File: config.mk
export PLATFORM = sky130hd
export DESIGN_NAME = pulse_dialer
export DESIGN_NICKNAME = d
export VERILOG_FILES = /design/src/rtl/dial_pkg.sv /design/src/rtl/dial_ms_timer.sv /design/src/rtl/dial_rate_table.sv /design/src/rtl/dial_seq.sv /design/src/rtl/pulse_dialer.sv
export SDC_FILE = /design/constraint.sdc
export NUM_CORES = 1
export LEC_CHECK = 0
export BUFFER_PORTS_ARGS = -buffer_cell sky130_fd_sc_hd__buf_2
export CAP_MARGIN = 10
export CORE_MARGIN = 3
export CORE_UTILIZATION = 40
export CTS_CLUSTER_DIAMETER = 200
export DETAILED_ROUTE_END_ITERATION = 8
export PLACE_DENSITY = 0.6
export RECOVER_POWER = 25
export SLEW_MARGIN = 15
export SYNTH_ARGS = -nofsm -noshare
export SYNTH_HDL_FRONTEND = slang
export SYNTH_SLANG_ARGS = --single-unit
File: constraint.sdc
create_clock -name clk -period 2.7 [get_ports clk]
set_input_delay 0 -clock clk [delete_from_list [all_inputs] [get_ports clk]]
set_output_delay 0 -clock clk [all_outputs]
set_load 0.005 [all_outputs]
File: src/rtl/dial_pkg.sv
package dial_pkg;

    typedef enum logic [3:0] {
        S_ONHOOK,
        S_HOLD,
        S_READY,
        S_BREAK,
        S_MAKE,
        S_GAP_DIGIT,
        S_PAUSE,
        S_FLASH,
        S_GAP_FLASH
    } dial_state_e;

    localparam logic [1:0] MODE_PULSE_40 = 2'b01;
    localparam logic [1:0] MODE_PULSE_33 = 2'b10;
    localparam logic [3:0] CODE_PAUSE    = 4'hA;
    localparam logic [3:0] CODE_MAX_DIG  = 4'd9;

    // number of loop openings for a decimal digit
    function automatic logic [3:0] break_count(input logic [3:0] code);
        return (code == 4'd0) ? 4'd10 : code;
    endfunction

endpackage

File: src/rtl/dial_ms_timer.sv
module dial_ms_timer #(
    parameter int CYC_PER_MS = 1000,
    parameter int MS_W       = 12
) (
    input  logic            clk,
    input  logic            rst_n,
    input  logic            load,
    input  logic [MS_W-1:0] load_ms,
    output logic            done
);
    localparam int CYC_W = (CYC_PER_MS > 1) ? $clog2(CYC_PER_MS) : 1;
    localparam logic [CYC_W-1:0] CYC_LAST = CYC_W'(CYC_PER_MS - 1);
    localparam logic [MS_W-1:0]  MS_ONE   = MS_W'(1);

    typedef struct packed {
        logic            run;
        logic [CYC_W-1:0] cyc;
        logic [MS_W-1:0]  ms;
    } tmr_t;

    tmr_t t_d, t_q;

    always_comb begin
        t_d  = t_q;
        done = t_q.run && (t_q.cyc == CYC_LAST) && (t_q.ms == MS_ONE);
        if (load) begin
            t_d.run = 1'b1;
            t_d.cyc = '0;
            t_d.ms  = load_ms;
        end else if (t_q.run) begin
            if (t_q.cyc == CYC_LAST) begin
                t_d.cyc = '0;
                if (t_q.ms == MS_ONE) t_d.run = 1'b0;
                else                  t_d.ms  = t_q.ms - MS_ONE;
            end else begin
                t_d.cyc = t_q.cyc + 1'b1;
            end
        end
    end

    always_ff @(posedge clk or negedge rst_n) begin
        if (!rst_n) t_q <= '0;
        else        t_q <= t_d;
    end


    load_nonzero_chk: assert property (@(posedge clk) disable iff (!rst_n)
        load |-> (load_ms != '0));


    running_count_chk: assert property (@(posedge clk) disable iff (!rst_n)
        t_q.run |-> (t_q.ms != '0));


    stop_after_done_chk: assert property (@(posedge clk) disable iff (!rst_n)
        (done && !load) |=> !t_q.run);

endmodule

File: src/rtl/dial_rate_table.sv
module dial_rate_table #(
    parameter int SLOW_PPS    = 10,
    parameter int IDP_SLOW_MS = 800,
    parameter int FLASH0_MS   = 73,
    parameter int FLASH1_MS   = 100,
    parameter int FLASH2_MS   = 300,
    parameter int FLASH3_MS   = 600,
    parameter int MS_W        = 12
) (
    input  logic            rate_sel,
    input  logic [1:0]      mode_sel,
    input  logic [1:0]      flash_sel,
    output logic            pulse_en,
    output logic [MS_W-1:0] brk_ms,
    output logic [MS_W-1:0] mk_ms,
    output logic [MS_W-1:0] idp_ms,
    output logic [MS_W-1:0] flash_ms
);
    import dial_pkg::*;

    localparam int PER_SLOW  = 1000 / SLOW_PPS;
    localparam int PER_FAST  = PER_SLOW / 2;
    localparam int BRK40_S   = (PER_SLOW * 6) / 10;
    localparam int BRK40_F   = (PER_FAST * 6) / 10;
    localparam int BRK33_S   = (PER_SLOW * 2 + 1) / 3;
    localparam int BRK33_F   = (PER_FAST * 2 + 1) / 3;

    always_comb begin
        pulse_en = (mode_sel == MODE_PULSE_40) || (mode_sel == MODE_PULSE_33);
        if (mode_sel == MODE_PULSE_33) begin
            brk_ms = rate_sel ? MS_W'(BRK33_F) : MS_W'(BRK33_S);
            mk_ms  = rate_sel ? MS_W'(PER_FAST - BRK33_F) : MS_W'(PER_SLOW - BRK33_S);
        end else begin
            brk_ms = rate_sel ? MS_W'(BRK40_F) : MS_W'(BRK40_S);
            mk_ms  = rate_sel ? MS_W'(PER_FAST - BRK40_F) : MS_W'(PER_SLOW - BRK40_S);
        end
        idp_ms = rate_sel ? MS_W'(IDP_SLOW_MS / 2) : MS_W'(IDP_SLOW_MS);
        case (flash_sel)
            2'b00:   flash_ms = MS_W'(FLASH0_MS);
            2'b01:   flash_ms = MS_W'(FLASH1_MS);
            2'b10:   flash_ms = MS_W'(FLASH2_MS);
            default: flash_ms = MS_W'(FLASH3_MS);
        endcase
    end

endmodule

File: src/rtl/dial_seq.sv
module dial_seq #(
    parameter int MS_W     = 12,
    parameter int HOLD_MS  = 300,
    parameter int PAUSE_MS = 3600,
    parameter int GAP_MS   = 1000
) (
    input  logic            clk,
    input  logic            rst_n,
    input  logic            hook_off,
    input  logic            lock_en,
    input  logic            pulse_en,
    input  logic            dig_valid,
    input  logic [3:0]      dig_code,
    input  logic            flash_req,
    input  logic [MS_W-1:0] brk_ms,
    input  logic [MS_W-1:0] mk_ms,
    input  logic [MS_W-1:0] idp_ms,
    input  logic [MS_W-1:0] flash_ms,
    input  logic            tmr_done,
    output logic            tmr_load,
    output logic [MS_W-1:0] tmr_ms,
    output logic            dp_n,
    output logic            mute_n,
    output logic            ready
);
    import dial_pkg::*;

    typedef struct packed {
        dial_state_e     st;
        logic [3:0]      left;
        logic [MS_W-1:0] brk;
        logic [MS_W-1:0] mk;
        logic [MS_W-1:0] idp;
    } seq_t;

    seq_t s_d, s_q;

    always_comb begin
        s_d      = s_q;
        tmr_load = 1'b0;
        tmr_ms   = '0;
        if (!hook_off) begin
            s_d.st = S_ONHOOK;
        end else begin
            case (s_q.st)
                S_ONHOOK: begin
                    if (lock_en) begin
                        s_d.st   = S_HOLD;
                        tmr_load = 1'b1;
                        tmr_ms   = MS_W'(HOLD_MS);
                    end else begin
                        s_d.st = S_READY;
                    end
                end
                S_HOLD: if (tmr_done) s_d.st = S_READY;
                S_READY: begin
                    if (flash_req) begin
                        s_d.st   = S_FLASH;
                        tmr_load = 1'b1;
                        tmr_ms   = flash_ms;
                    end else if (dig_valid) begin
                        if (dig_code == CODE_PAUSE) begin
                            s_d.st   = S_PAUSE;
                            tmr_load = 1'b1;
                            tmr_ms   = MS_W'(PAUSE_MS);
                        end else if (pulse_en && (dig_code <= CODE_MAX_DIG)) begin
                            s_d.st   = S_BREAK;
                            s_d.left = break_count(dig_code);
                            s_d.brk  = brk_ms;
                            s_d.mk   = mk_ms;
                            s_d.idp  = idp_ms;
                            tmr_load = 1'b1;
                            tmr_ms   = brk_ms;
                        end
                    end
                end
                S_BREAK: begin
                    if (tmr_done) begin
                        s_d.st   = S_MAKE;
                        s_d.left = s_q.left - 4'd1;
                        tmr_load = 1'b1;
                        tmr_ms   = s_q.mk;
                    end
                end
                S_MAKE: begin
                    if (tmr_done) begin
                        tmr_load = 1'b1;
                        if (s_q.left == 4'd0) begin
                            s_d.st = S_GAP_DIGIT;
                            tmr_ms = s_q.idp;
                        end else begin
                            s_d.st = S_BREAK;
                            tmr_ms = s_q.brk;
                        end
                    end
                end
                S_FLASH: begin
                    if (tmr_done) begin
                        s_d.st   = S_GAP_FLASH;
                        tmr_load = 1'b1;
                        tmr_ms   = MS_W'(GAP_MS);
                    end
                end
                S_GAP_DIGIT, S_PAUSE, S_GAP_FLASH: if (tmr_done) s_d.st = S_READY;
                default: s_d.st = S_ONHOOK;
            endcase
        end
    end

    always_ff @(posedge clk or negedge rst_n) begin
        if (!rst_n) begin
            s_q    <= '0;
            s_q.st <= S_ONHOOK;
        end else begin
            s_q <= s_d;
        end
    end

    always_comb begin
        dp_n   = !((s_q.st == S_HOLD) || (s_q.st == S_BREAK) || (s_q.st == S_FLASH));
        mute_n = !((s_q.st == S_BREAK) || (s_q.st == S_MAKE) || (s_q.st == S_GAP_DIGIT));
        ready  = (s_q.st == S_READY);
    end


    lock_hold_start_chk: assert property (@(posedge clk) disable iff (!rst_n)
        (s_q.st == S_ONHOOK && hook_off && lock_en) |=> (!dp_n && !ready));


    break_count_range_chk: assert property (@(posedge clk) disable iff (!rst_n)
        (s_q.st == S_BREAK) |-> (s_q.left != 4'd0 && s_q.left <= 4'd10));


    timing_latched_chk: assert property (@(posedge clk) disable iff (!rst_n)
        (s_q.st == S_MAKE && hook_off) |=> $stable(s_q.brk) && $stable(s_q.mk) && $stable(s_q.idp));

endmodule

File: src/rtl/pulse_dialer.sv
module pulse_dialer #(
    parameter int CYC_PER_MS  = 1000,
    parameter int SLOW_PPS    = 10,
    parameter int IDP_SLOW_MS = 800,
    parameter int PAUSE_MS    = 3600,
    parameter int GAP_MS      = 1000,
    parameter int HOLD_MS     = 300,
    parameter int FLASH0_MS   = 73,
    parameter int FLASH1_MS   = 100,
    parameter int FLASH2_MS   = 300,
    parameter int FLASH3_MS   = 600
) (
    input  logic       clk,
    input  logic       rst_n,
    input  logic       hook_off,
    input  logic       lock_en,
    input  logic       rate_sel,
    input  logic [1:0] mode_sel,
    input  logic       dig_valid,
    input  logic [3:0] dig_code,
    input  logic       flash_req,
    input  logic [1:0] flash_sel,
    output logic       dp_n,
    output logic       mute_n,
    output logic       ready
);
    import dial_pkg::*;

    localparam int MS_W = $clog2(PAUSE_MS + GAP_MS + IDP_SLOW_MS + FLASH3_MS + HOLD_MS + 1);

    logic            pulse_en;
    logic [MS_W-1:0] brk_ms, mk_ms, idp_ms, flash_ms, tmr_ms;
    logic            tmr_load, tmr_done;

    dial_rate_table #(
        .SLOW_PPS(SLOW_PPS), .IDP_SLOW_MS(IDP_SLOW_MS),
        .FLASH0_MS(FLASH0_MS), .FLASH1_MS(FLASH1_MS),
        .FLASH2_MS(FLASH2_MS), .FLASH3_MS(FLASH3_MS), .MS_W(MS_W)
    ) i_table (
        .rate_sel(rate_sel), .mode_sel(mode_sel), .flash_sel(flash_sel),
        .pulse_en(pulse_en), .brk_ms(brk_ms), .mk_ms(mk_ms),
        .idp_ms(idp_ms), .flash_ms(flash_ms)
    );

    dial_seq #(
        .MS_W(MS_W), .HOLD_MS(HOLD_MS), .PAUSE_MS(PAUSE_MS), .GAP_MS(GAP_MS)
    ) i_seq (
        .clk(clk), .rst_n(rst_n), .hook_off(hook_off), .lock_en(lock_en),
        .pulse_en(pulse_en), .dig_valid(dig_valid), .dig_code(dig_code),
        .flash_req(flash_req), .brk_ms(brk_ms), .mk_ms(mk_ms),
        .idp_ms(idp_ms), .flash_ms(flash_ms), .tmr_done(tmr_done),
        .tmr_load(tmr_load), .tmr_ms(tmr_ms),
        .dp_n(dp_n), .mute_n(mute_n), .ready(ready)
    );

    dial_ms_timer #(
        .CYC_PER_MS(CYC_PER_MS), .MS_W(MS_W)
    ) i_timer (
        .clk(clk), .rst_n(rst_n), .load(tmr_load), .load_ms(tmr_ms), .done(tmr_done)
    );


    onhook_idle_chk: assert property (@(posedge clk) disable iff (!rst_n)
        !hook_off |=> (dp_n && mute_n && !ready));


    flash_opens_chk: assert property (@(posedge clk) disable iff (!rst_n)
        (hook_off && ready && flash_req) |=> (!dp_n && mute_n && !ready));


    tone_digit_quiet_chk: assert property (@(posedge clk) disable iff (!rst_n)
        (hook_off && ready && dig_valid && !flash_req && dig_code <= CODE_MAX_DIG
         && (mode_sel == 2'b00 || mode_sel == 2'b11)) |=> (ready && dp_n && mute_n));


    pulse_start_chk: assert property (@(posedge clk) disable iff (!rst_n)
        (hook_off && ready && dig_valid && !flash_req && dig_code <= CODE_MAX_DIG
         && (mode_sel == 2'b01 || mode_sel == 2'b10)) |=> (!dp_n && !mute_n && !ready));


    mute_not_ready_chk: assert property (@(posedge clk) disable iff (!rst_n)
        !mute_n |-> !ready);

endmodule

**Word level (Yosys, flattened, before mapping)**

Index checks and enable logic that the tools add are counted.
Widths: inputs -> output; s select.

- Equality and inequality tests: 27
- Order comparisons: 1
- Add/subtract/negate cells: 3
- Reduce and logical (&&, ||, !) cells: 23
- Mux-type cells: 50
- Bitwise operators: 2

Operator list:

| kind | count |
|---|---|
| $mux 13 | 12 |
| $mux 47 | 2 |
| $mux 43 | 2 |
| $pmux 13 s5 | 1 |
| $mux 24 | 2 |
| $mux 10 | 3 |
| $pmux 10 s3 | 1 |
| $mux 4 | 7 |
| $pmux 4 s6 | 1 |
| $mux 6 | 3 |
| $eq 4x3->1 const B | 4 |
| $eq 13x1->1 const B | 1 |
| $sub 13x1->13 const B | 1 |
| $logic_not 4->1 | 3 |
| $ne 3x2->1 const B | 4 |
| $reduce_and 6->1 | 2 |
| $add 10x1->10 const B | 1 |
| $eq 10x10->1 const B | 1 |
| $mux 1 | 9 |
| $mux 9 | 1 |
| $eq 4x2->1 const B | 2 |
| $eq 4x4->1 const B | 2 |
| $mux 8 | 1 |
| $ne 2x2->1 const B | 4 |
| other kinds (23) | 36 |

- Logic and storage cells: 114
- Flip-flop bits (word level): 71

**Logic depth before layout (Yosys ltp)**

- Depth after elaboration: 11
- Gate-level depth with buffers: 8
- Mapped depth without buffers: 7

**Hierarchy**

From an unflattened synthesis, not the netlist that was laid out.

- Cells, all modules: 489
- Area, all modules: 4895.9 um^2

By module, submodules not included:

| module | instances | area an instance (um^2) | cells an instance |
|---|---|---|---|
| dial_seq | 1 | 3025.4 | 276 |
| dial_ms_timer | 1 | 1401.3 | 152 |
| dial_rate_table | 1 | 469.2 | 61 |

**Least setup slack after synthesis**

Ideal clock, no wire load.

- Path kind: register to register
- From: reg i_seq.s_q[39] in the netlist's numbering
- To: reg i_timer.t_q[5] in the netlist's numbering
- Stages on the path, launching flop included: 8
- Period minus slack after synthesis: 2.084 ns
- Buffers on the path: 0
- Slack: 0.616 ns
- Setup time: 0.132 ns
- Data arrival time: 1.951 ns
- Cell sequence: dfrtp_1 -> inv_1 -> ha_1 -> or3b_2 -> nor2b_2 -> a221o_1 -> a221oi_1 -> mux2i_1

- Word-level cells in the longest chain between the ends: 6

Ends and longest elaborated chain:

| item | line | RTL |
|---|---|---|
| start: declaration | dial_seq.sv:36 | `seq_t s_d, s_q;` |
| $logic_not 4->1 | dial_seq.sv:88 | `if (s_q.left == 4'd0) begin` |
| $mux 13 | dial_seq.sv:88 |  |
| $mux 13 | dial_seq.sv:86 | `if (tmr_done) begin` |
| $pmux 13 s5 | dial_seq.sv:45 | `case (s_q.st)` |
| $mux 13 | dial_seq.sv:42 | `if (!hook_off) begin` |
| $mux 24 | dial_ms_timer.sv:26 | `if (load) begin` |
| end signal: assignment | dial_ms_timer.sv:43 | `else t_q <= t_d;` |
| end: declaration | dial_ms_timer.sv:21 | `tmr_t t_d, t_q;` |

No other way between the ends.
A chain may end at the register's enable or synchronous reset.

**Final worst setup path**

Same ends and word-level chain as after synthesis.

==> summary.md <==
| Metric | Value |
|---|---|
| Post-route minimum period | `2.28 ns` |
| Setup slack of the worst register-to-register path | `~0.42 ns` |
| Initial antenna violation count | `0` |
| Critical path endpoint category | `flip-flop` |
| Vias post-DR | `2728` |
| Worst ir drop on vdd | `247 µV` |
| GRT Util Overall | `18.0%` |
| Fraction of final layout cells sized beyond drive strength 1 | `roughly 15%` |
| CTS tree | `done` |
| Worst endpoint data arrival time | `about 2.5 ns` |
| Worst R2R Path Depth | `7` |
| Clock buffer depth | `2` |
| Worst slack on hold paths | `0.0946 ns` |
| Weighted congestion at the end of routability-driven global placement | `0.909` |
| Number of hold buffers added after CTS | `2` |
| Slew at the pin closest to its max-slew limit | `1.07 ns` |
| Static Leak | `roughly 1.5 nW` |
| Worst r2r dst | `i_timer.t_q[5]` |
| Drc violations | `0` |
| Worst Skew | `0.00803 ns` |
| Fin util | `46.2%` |
| Final HPWL from detailed placement | `~5.7 mm` |
| Fmax | `439 MHz` |
| Type of the worst setup path | `reg -> reg` |
| Comb pwr share | `38.6%` |
| Dominant delay contributor by cell family on the critical path | `simple AND/OR/NAND/NOR gates` |
| Hold violation count in the final report | `0` |
| Router iterations before antenna repair | `4` |
| Depth of the worst hold-timing path | `3` |
| Synthesized area per cell | `8.82 µm²` |
| Yosys reg bits | `42` |
| Synthesized instance count | `353` |
| Kind of start point of the critical path | `flip-flop` |
| Final max-slew violation count | `0` |
| Combined area of all synthesized cells | `0.00311 mm²` |
| Endpoint, Worst Hold | `i_seq.s_q[39]` |
| Main synth FF type | `sky130_fd_sc_hd__dfrtp_1` |
| Setup Viol. Count Final | `0` |
| Required arrival time at the worst endpoint | `~2.9 ns` |
| I/O pin cnt | `18` |
| Path category of the worst min-delay check | `in -> reg` |
| Global route total overflow | `0` |
| Switching portion of total power | `39.8%` |
| Wire length of the first global-routing pass | `12.8 mm` |
| Largest area contributor in the netlist | `sky130_fd_sc_hd__dfrtp_1` |
| Ratio of total power to cell area | `between 600 and 700 mW/mm²` |
| Synth top area share | `33.8%` |
| Via density per instance | `5.77` |
| Share of the clock period used by the worst path after layout | `84.3%` |
| Non-filler cells, final | `473` |
| Full die area | `0.00888 mm²` |
| Biggest fanout along the worst timing path | `7` |
| Number of buffers added by the clock tree synthesis step | `5` |
| Internal Dissipation | `approximately 1.4 mW` |
| CORE AREA | `approximately 0.0074 mm²` |
| Die width | `94.2 µm` |
| Maximum number of pins on one net before global-route repair | `43` |
| Vias in the first global route | `2622` |
| Count of buffers added by post-CTS timing repair for setup | `0` |
| Placed cell count | `463` |
| Share of power burned in the clock network | `between 10% and 20%` |
| Clk pin slew, worst setup/hold paths | `~0.09 ns` |
| Clock latency at the later pin of the worst-skew pair | `0.30 ns` |
| Inserted Diodes | `0` |
| Async set-reset flop share out of synthesis | `100%` |
| DRT antenna net count | `0` |
| Synthesized Nets | `381` |
| Y dimension of the die | `94.2 µm` |
| Number of distinct library cells after synthesis | `67` |
| Result of the run | `finished, final reports clean` |
| Most frequent cell after synthesis | `sky130_fd_sc_hd__dfrtp_1` |
| CP max-delay cell | `sky130_fd_sc_hd__or3b_2` |
| Cell-by-cell trace of the critical path | `inv_1 > ha_1 > or3b_2 > nor2b_2 > a221o_1 > a221oi_1 > mux2i_1` |
| Sequential cell area fraction in the yosys report | `between 30 and 40%` |
| Area growth from synthesis to final layout | `10.0%` |
| Clock sink count | `42` |
| Level count of the clock H-tree | `2` |
| PostCTS Resize Cnt | `0` |
| Buffers and inverters on the worst path | `1` |
| Slowest Stage Delay on Critical Path | `between 0.5 and 0.6 ns` |
| Max-slew headroom at the worst pin | `between 20% and 30%` |
| Commonest cells in the netlist | `sky130_fd_sc_hd__dfrtp_1 (42), sky130_fd_sc_hd__nand2_1 (37), sky130_fd_sc_hd__nor2_1 (25)` |
| Worst reg2reg path startpoint | `i_seq.s_q[39]` |
| Total number of nets in the final design | `~400` |
| Std-Cell Rows | `31` |
| Effective utilization at floorplan | `between 40 and 50%` |
| Post-synth EDFFs | `0` |
| PortBufs | `17` |
| Initial DRC Count | `161` |
| Post-Route Setup TNS | `0 ns` |
| CTS root buf | `sky130_fd_sc_hd__clkbuf_8` |
| Max Cap Viol | `0` |
| Switch Pwr | `0.926 mW` |
| Setup repair after global routing missed its margin | `no` |
| Avg WL per Cell | `16.1 µm` |
| Total detailed-routing wirelength | `7.61 mm` |
| Cell types occupying the most area after synthesis | `sky130_fd_sc_hd__dfrtp_1 (34%), sky130_fd_sc_hd__ha_1 (5.2%), sky130_fd_sc_hd__nand2_1 (4.5%)` |
| Yosys synthesis warning count | `0` |
| Hold_sp | `dig_code[0]` |
| Sequential power share | `between 40 and 50%` |
==> tightest hold or removal path, stage by stage <==
cell                      delay (ns)
sky130_fd_sc_hd__buf_2          0.14
sky130_fd_sc_hd__a21oi_1        0.14
sky130_fd_sc_hd__o31ai_1        0.07
==> stage by stage <==
| stage | total power, mW | cell area, µm² | worst slack, ns |
|---|---|---|---|
| floorplan | 1.64 | 3110 | 0.616 |
| global placement | 1.87 | 3310 | 0.474 |
| detailed placement | 1.89 | 3310 | 0.446 |
| CTS | 2.35 | 3420 | 0.432 |
| global route | 2.50 | 3420 | 0.243 |
| finish | 2.33 | 3420 | 0.423 |
==> cells in the final DEF, fill, tap and decap left out, types with 6 or more instances in the layout <==
cell type	netlist	final
sky130_fd_sc_hd__dfrtp_1	42	42
sky130_fd_sc_hd__nand2_1	37	37
sky130_fd_sc_hd__nor2_1	25	25
sky130_fd_sc_hd__a21oi_1	24	24
sky130_fd_sc_hd__o21ai_0	22	22
sky130_fd_sc_hd__inv_1	16	16
sky130_fd_sc_hd__buf_2	4	16
sky130_fd_sc_hd__nor3_1	14	14
sky130_fd_sc_hd__ha_1	13	13
sky130_fd_sc_hd__mux2i_1	12	12
sky130_fd_sc_hd__nand3_1	11	11
sky130_fd_sc_hd__buf_4	0	10
sky130_fd_sc_hd__nor2b_1	6	6
sky130_fd_sc_hd__nand2b_1	6	6
sky130_fd_sc_hd__and3_1	6	6
sky130_fd_sc_hd__a22o_1	6	6
sky130_fd_sc_hd__nor4_1	6	6
sky130_fd_sc_hd__clkbuf_8	0	6
==> kinds of logic (layout without fill, tap and decap cells) <==
kind of cell,Yosys count,in the layout,synth area share (%)
buffers and inverters,32,53,4.74
DFF,42,42,33.8
xor gates and xnor gates,5,5,1.41
adders and majority gates,13,13,5.23
AOI/OAI and AO/OA,98,98,21.1
muxes,18,18,6.39
and+or+nand+nor,145,145,27.4
==> sequential cells by signal, indices dropped and copies added, names as in the netlist <==
signal,flops
i_timer.t_q,24
i_seq.s_q,18
==> metal layers <==
metal,wire [µm],vias to the layer above,global-route usage [%],part of all wire [%]
met4,78,0,3.37,1.0
met3,343,8,2.80,4.5
met5,0,-,0,0
li1,-,1353,-,-
met1,3730,1301,26.3,49
met2,3460,66,28.0,45
==> cell type report <==
cell class | count | area [µm²]
Tap cell | 99 | 124
Clock buffer | 6 | 82.6
Multi-Input combinational cell | 279 | 1910
Timing Repair Buffer | 29 | 180
Fill cell | 739 | 3980
Inverter | 16 | 60.1
Sequential cell | 42 | 1050
Clock inverter | 2 | 12.5
==> how the worst max path moves through the flow <==
stage,to,depth (start not counted),from
after CTS,i_timer.t_q[7],6,i_timer.t_q[13]
after global routing,i_seq.s_q[7],5,i_seq.s_q[44]
after global placement,i_timer.t_q[5],7,i_seq.s_q[39]
after floorplan,i_timer.t_q[5],7,i_seq.s_q[39]
final,i_timer.t_q[5],7,i_seq.s_q[39]
after detailed placement,i_timer.t_q[7],6,i_timer.t_q[13]
==> power groups by stage <==
stage | Clock, mW | Combinational, mW | Sequential (mW)
final | 0.442 | 0.899 | 0.987
after detailed placement | 0 | 0.898 | 0.996
after global placement | 0 | 0.879 | 0.992
after floorplan | 0 | 0.711 | 0.924
after CTS | 0.459 | 0.901 | 0.985
after global routing | 0.474 | 1.01 | 1.01
No activity file was read; power rests on OpenSTA's default activity.
